File: config.mk
export PLATFORM = sky130hd
export DESIGN_NAME = cic_upmixer
export DESIGN_NICKNAME = d
export VERILOG_FILES = /design/src/rtl/cic_upmixer.sv
export SDC_FILE = /design/constraint.sdc
export NUM_CORES = 2
export LEC_CHECK = 0
export BUFFER_PORTS_ARGS = -buffer_cell sky130_fd_sc_hd__clkbuf_2
export CORE_MARGIN = 4
export CORE_UTILIZATION = 65
export DETAILED_ROUTE_END_ITERATION = 10
export GPL_TIMING_DRIVEN = 0
export PLACE_DENSITY_LB_ADDON = 0.08
export SYNTH_ARGS = -nofsm -noshare
export SYNTH_HDL_FRONTEND = slang
export SYNTH_SLANG_ARGS = --single-unit
File: constraint.sdc
create_clock -name clk -period 18.67 [get_ports clk]
set_input_delay 3.734 -clock clk [delete_from_list [all_inputs] [get_ports clk]]
set_output_delay 3.734 -clock clk [all_outputs]
set_load 0.01 [all_outputs]
File: src/rtl/cic_upmixer.sv
module cic_upmixer #(
  parameter int DW     = 16,
  parameter int N_SEC  = 4,
  parameter int RATE   = 10,
  parameter int PW     = 32,
  parameter int LUT_AW = 8,
  parameter int CW     = 16
) (
  input  logic                 clk,
  input  logic                 rst,
  input  logic                 ce,
  input  logic                 in_valid,
  input  logic signed [DW-1:0] in_i,
  input  logic signed [DW-1:0] in_q,
  input  logic [PW-1:0]        tune_word,
  output logic                 out_valid,
  output logic signed [DW-1:0] out_data
);

  localparam int GROW = $clog2(RATE ** (N_SEC - 1));
  localparam int IW   = DW + GROW;
  localparam int QN   = 2 ** (LUT_AW - 2);
  localparam int SH   = GROW + CW - 1;
  localparam int PWD  = IW + CW + 1;
  localparam longint AMP = (longint'(1) << (CW - 1)) - 1;
  localparam logic signed [PWD-1:0] HALF = PWD'(longint'(1) << (SH - 1));
  localparam logic signed [DW-1:0] OMAX = {1'b0, {(DW-1){1'b1}}};
  localparam logic signed [DW-1:0] OMIN = {1'b1, {(DW-1){1'b0}}};

  // quarter-wave sine sample k of QN, Taylor series in Q28 fixed point
  function automatic longint sine_q(input int k);
    longint x, x2, term, sum;
    x    = 64'sd843314857 * k / (2 * QN);
    x2   = (x * x) >>> 28;
    term = x;
    sum  = x;
    for (int n = 1; n <= 6; n++) begin
      term = -((term * x2) >>> 28) / ((2 * n) * (2 * n + 1));
      sum  = sum + term;
    end
    return (sum * AMP + (64'sd1 <<< 27)) >>> 28;
  endfunction

  logic signed [CW-1:0] qtab [QN+1];
  for (genvar k = 0; k <= QN; k++) begin : g_tab
    localparam logic signed [CW-1:0] V = CW'(sine_q(k));
    assign qtab[k] = V;
  end

  function automatic logic signed [CW-1:0] wheel(input logic [LUT_AW-1:0] a);
    int ix;
    logic signed [CW-1:0] v;
    ix = int'(a[LUT_AW-3:0]);
    v  = a[LUT_AW-2] ? qtab[QN - ix] : qtab[ix];
    return a[LUT_AW-1] ? -v : v;
  endfunction

  logic                 pend;
  logic [PW-1:0]        phase;
  logic signed [DW-1:0] din   [2];
  logic signed [IW-1:0] cic_y [2];

  assign din[0] = in_i;
  assign din[1] = in_q;

  always_ff @(posedge clk) begin
    if (rst) pend <= 1'b0;
    else     pend <= in_valid | (pend & ~ce);
  end

  for (genvar ch = 0; ch < 2; ch++) begin : g_chan
    logic signed [IW-1:0] cd  [N_SEC+1];
    logic signed [IW-1:0] cz  [N_SEC];
    logic signed [IW-1:0] acc [N_SEC];
    logic signed [IW-1:0] cout;

    assign cd[0] = IW'(din[ch]);
    for (genvar s = 0; s < N_SEC; s++) begin : g_comb
      assign cd[s+1] = cd[s] - cz[s];
    end

    always_ff @(posedge clk) begin
      if (rst) begin
        for (int s = 0; s < N_SEC; s++) begin
          cz[s]  <= '0;
          acc[s] <= '0;
        end
        cout <= '0;
      end else begin
        if (in_valid) begin
          for (int s = 0; s < N_SEC; s++) cz[s] <= cd[s];
          cout <= cd[N_SEC];
        end
        if (ce) begin
          acc[0] <= acc[0] + (pend ? cout : '0);
          for (int s = 1; s < N_SEC; s++) acc[s] <= acc[s] + acc[s-1];
        end
      end
    end

    assign cic_y[ch] = acc[N_SEC-1];
  end

  logic [LUT_AW-1:0]     pa;
  logic signed [CW-1:0]  cosv, sinv;
  logic signed [PWD-1:0] mix, rnd;
  logic signed [DW-1:0]  sat;

  assign pa   = phase[PW-1 -: LUT_AW];
  assign sinv = wheel(pa);
  assign cosv = wheel(pa + LUT_AW'(QN));
  assign mix  = PWD'(cic_y[0]) * PWD'(cosv) - PWD'(cic_y[1]) * PWD'(sinv);
  assign rnd  = (mix + HALF) >>> SH;

  always_comb begin
    if (rnd > PWD'(OMAX))      sat = OMAX;
    else if (rnd < PWD'(OMIN)) sat = OMIN;
    else                       sat = rnd[DW-1:0];
  end

  always_ff @(posedge clk) begin
    if (rst) begin
      out_valid <= 1'b0;
      out_data  <= '0;
      phase     <= '0;
    end else begin
      out_valid <= ce;
      if (ce) begin
        out_data <= sat;
        phase    <= phase + tune_word;
      end
    end
  end

  assert_valid_after_ce_R2: assert property (@(posedge clk) disable iff (rst)
    ce |=> out_valid);
  assert_no_valid_without_ce_R2: assert property (@(posedge clk) disable iff (rst)
    !ce |=> !out_valid);
  assert_hold_between_enables_R9: assert property (@(posedge clk) disable iff (rst)
    !ce |=> ($stable(out_data) && $stable(phase)));
  assert_single_pending_R8: assert property (@(posedge clk) disable iff (rst)
    in_valid |-> (!pend || ce));

endmodule

==> load_flow_metrics.sql <==
INSERT INTO impl_metrics (metric_group, metric, value, unit) VALUES
('die', 'fp.dieW', '336', 'um'),
('cts', 'clkLatencyLatePin', '0.62', 'ns'),
('cells_and_area', 'nFillCells', '8513', ''),
('cells_and_area', 'layout_cell_share_with_drive_strength_beyond_1', '0.0445', ''),
('cts', 'cts.sinks', '498', ''),
('routing', 'detail_route.drc_violations', '0', ''),
('routing', 'totalWireLength', '184000', 'um'),
('timing', 'slew_viol_final', '0', ''),
('cts', 'ctsHoldBuffers', '0', ''),
('placement', 'port_buffer_count', '83', ''),
('cts', 'clockBufferDepth', '3', ''),
('die', 'height_of_the_die', '336', 'um'),
('logic_synthesis', 'netlist_area', '70000', 'sq um'),
('timing', 'final-hold-violation-count', '0', ''),
('cts', 'cts.repair_timing.setup_buffer_count', '0', ''),
('worst_setup_path', 'cp_slowest_stage_delay', '0.99', 'ns'),
('worst_setup_path', 'cp_slowest_cell', 'sky130_fd_sc_hd__xnor2_1', ''),
('logic_synthesis', 'synthDistinctLibCells', '103', ''),
('cells_and_area', 'final_util', '0.692', ''),
('die', 'row_count', '120', ''),
('cells_and_area', 'diodes', '0', ''),
('worst_setup_path', 'crit_path_frequent_cell', 'sky130_fd_sc_hd__inv_1', ''),
('global_routing', 'grt.total_usage', '0.333', ''),
('global_routing', 'global_route.overflow_total', '0', ''),
('cts', 'post_cts_resized', '0', ''),
('cts', 'cts_htree_levels', '2', ''),
('global_routing', 'layer_with_the_highest_usage', 'met2', ''),
('timing', 'rsz0062_at_grt', 'no', ''),
('die', 'initial_core_utilization', '0.654', ''),
('routing', 'drt.antenna.violating_nets', '0', ''),
('min_path', 'hold_path_class', 'flip-flop to flip-flop', ''),
('routing', 'detail_route.wl_per_cell', '20.0', 'um'),
('routing', 'drt-pass1-iter-count', '8', ''),
('cells_and_area', 'layout_common_cells', 'sky130_fd_sc_hd__inv_1 (1257), sky130_fd_sc_hd__fa_1 (907), sky130_fd_sc_hd__nand2_1 (664)', ''),
('global_routing', 'grt_max_degree', '119', ''),
('timing', 'setup_total_negative_slack', '0', 'ns'),
('cells_and_area', 'final_instance_count_excl_fillers', '9186', ''),
('cts', 'cts.reportedPaths.clkPinSlew', '0.07', 'ns'),
('logic_synthesis', 'synth-edff-count', '396', ''),
('cells_and_area', 'syn2layout_area_growth', '5.80', '%'),
('placement', 'globalplace.congestion', '0.983', ''),
('logic_synthesis', 'synth_top_cell_area_share', '0.259', ''),
('global_routing', 'groute.layer.met3.usage', '0.0576', ''),
('logic_synthesis', 'synth_area_leader_cell', 'sky130_fd_sc_hd__fa_1', ''),
('placement', 'place_inst', '9093', ''),
('run_status', 'outcome', 'completed', ''),
('timing', 'worst_clock_skew', '0.0133', 'ns'),
('worst_setup_path', 'required', '19.16', 'ns'),
('cts', 'cts_tree', 'yes', ''),
('logic_synthesis', 'ys_seq_area_frac', '0.199', ''),
('worst_setup_path', 'setup.worst_path.end_class', 'flip-flop', ''),
('worst_setup_path', 'setup.worst_path.start_class', 'flip-flop', ''),
('logic_synthesis', 'yosysWarningCount', '0', ''),
('logic_synthesis', 'synthesized_netlist_cell_count', '7605', ''),
('timing', 'finalSetupViolCount', '0', ''),
('logic_synthesis', 'async_flop_share', '0', ''),
('job', 'max-cap-violations', '0', ''),
('timing', 'fin_crit_sh', '0.924', ''),
('cts', 'numCtsBuffers', '50', ''),
('routing', 'total_via_count_after_detailed_routing', '53300', ''),
('placement', 'dpl.hpwl', '154000', 'um'),
('global_routing', 'grt_first_pass_wirelength', '295000', 'um'),
('worst_setup_path', 'critical_path_class', 'flip-flop to flip-flop', ''),
('die', 'floorplan.core_area', '107000', 'sq um'),
('global_routing', 'grt_antenna_before_repair', '3', ''),
('routing', 'initial_drt_markers', '3849', ''),
('logic_synthesis', 'synth_nets', '9205', ''),
('global_routing', 'groute.layer.met1.usage', '0.433', ''),
('cells_and_area', 'fin_nets', '9342', ''),
('cts', 'clk_root_buffer_cell', 'sky130_fd_sc_hd__clkbuf_16', ''),
('die', 'floorplan.die_area', '113000', 'sq um');
==> flip-flops by register name, summed over array words and instances, names as in the netlist <==
name	count
phase	32
g_chan.cout	52
out_data	16
g_chan.cz	188
out_valid	1
pend	1
g_chan.acc	208
==> synth_stat cells, types with 20 or more instances <==
cell type,instances
sky130_fd_sc_hd__buf_2,44
sky130_fd_sc_hd__a21o_1,134
sky130_fd_sc_hd__clkbuf_1,181
sky130_fd_sc_hd__a2111oi_0,20
sky130_fd_sc_hd__ha_1,625
sky130_fd_sc_hd__xor2_1,149
sky130_fd_sc_hd__mux2i_1,73
sky130_fd_sc_hd__or2_2,38
sky130_fd_sc_hd__nand3_1,67
sky130_fd_sc_hd__a211oi_1,50
sky130_fd_sc_hd__edfxtp_1,396
sky130_fd_sc_hd__o31ai_1,23
sky130_fd_sc_hd__nor3_1,102
sky130_fd_sc_hd__nand2_1,664
sky130_fd_sc_hd__or3_1,29
sky130_fd_sc_hd__nand4_1,26
sky130_fd_sc_hd__nand2b_1,78
sky130_fd_sc_hd__xnor2_1,242
sky130_fd_sc_hd__fa_1,907
sky130_fd_sc_hd__o21bai_1,46
sky130_fd_sc_hd__a31oi_1,43
sky130_fd_sc_hd__dfxtp_1,102
sky130_fd_sc_hd__nor2b_1,175
sky130_fd_sc_hd__and2_1,490
sky130_fd_sc_hd__o211ai_1,50
sky130_fd_sc_hd__a21oi_1,331
sky130_fd_sc_hd__nor2_1,541
sky130_fd_sc_hd__and3_1,36
sky130_fd_sc_hd__o21a_1,68
sky130_fd_sc_hd__inv_1,1259
sky130_fd_sc_hd__o21ai_0,246
==> final cells by class <==
cell class | count | area (sq um) | area share
multi-input combinational | 5584 | 50200 | 0.678
sequential | 498 | 13900 | 0.188
inverter | 1264 | 4760 | 0.0643
tap | 1403 | 1760 | 0.0237
clock buffer | 77 | 1630 | 0.0221
buffer | 259 | 1120 | 0.0152
timing repair buffer | 85 | 470 | 0.00635
clock inverter | 16 | 183 | 0.00247
==> kinds of logic (layout without fill, tap and decap cells) <==
logic type | after synthesis | in the layout | synth area share
and+or+nand+nor | 2316 | 2316 | 0.163
adders and majority gates | 1533 | 1533 | 0.371
buffers and inverters | 1523 | 1701 | 0.0838
AOI/OAI and AO/OA | 1254 | 1254 | 0.119
DFF | 498 | 498 | 0.199
xor gates and xnor gates | 403 | 403 | 0.0523
muxes | 78 | 78 | 0.0117
==> routing by layer <==
| layer | share of wire | vias to the layer above |
|---|---|---|
| met2 | 0.47 | 1756 |
| met3 | 0.076 | 376 |
| li1 | - | 25100 |
| met1 | 0.41 | 26100 |
| met4 | 0.047 | 6 |
| met5 | 0.00021 | - |
==> worst paths after layout <==
| check | start | end | slack, ns |
|---|---|---|---|
| min reg2reg | g_chan[0].cout[8] | g_chan[0].cout[8] | 0.44 |
| max | phase[26] | out_data[5] | 1.41 |
| max reg2reg | phase[26] | out_data[5] | 1.41 |
| min | g_chan[0].cout[8] | g_chan[0].cout[8] | 0.44 |
==> stage by stage <==
step           cell area [sq um]  setup slack, ns  hold WS [ns]
4_1_cts                    74000             1.70         0.449
3_3_place_gp               72200             1.73         0.429
3_5_place_dp               72200             1.71         0.434
5_1_grt                    74000            0.877         0.478
6_report                   74000             1.41         0.442
2_1_floorplan              70000             6.78         0.411
==> critical path: cells and delay by family (launching register included) <==
family / cells / cell delay (ns)
AO/OA/AOI/OAI: 10 / 3.51
AND/OR/NAND/NOR: 9 / 1.85
XOR/XNOR: 2 / 1.76
flip-flops: 1 / 0.42
buffers and inverters: 16 / 4.37
adder cells (fa/ha/maj): 11 / 5.17
Power is left out: the tool's default activity adds up to more than one toggle a clock period on the data nets, which glitch-free logic cannot reach.
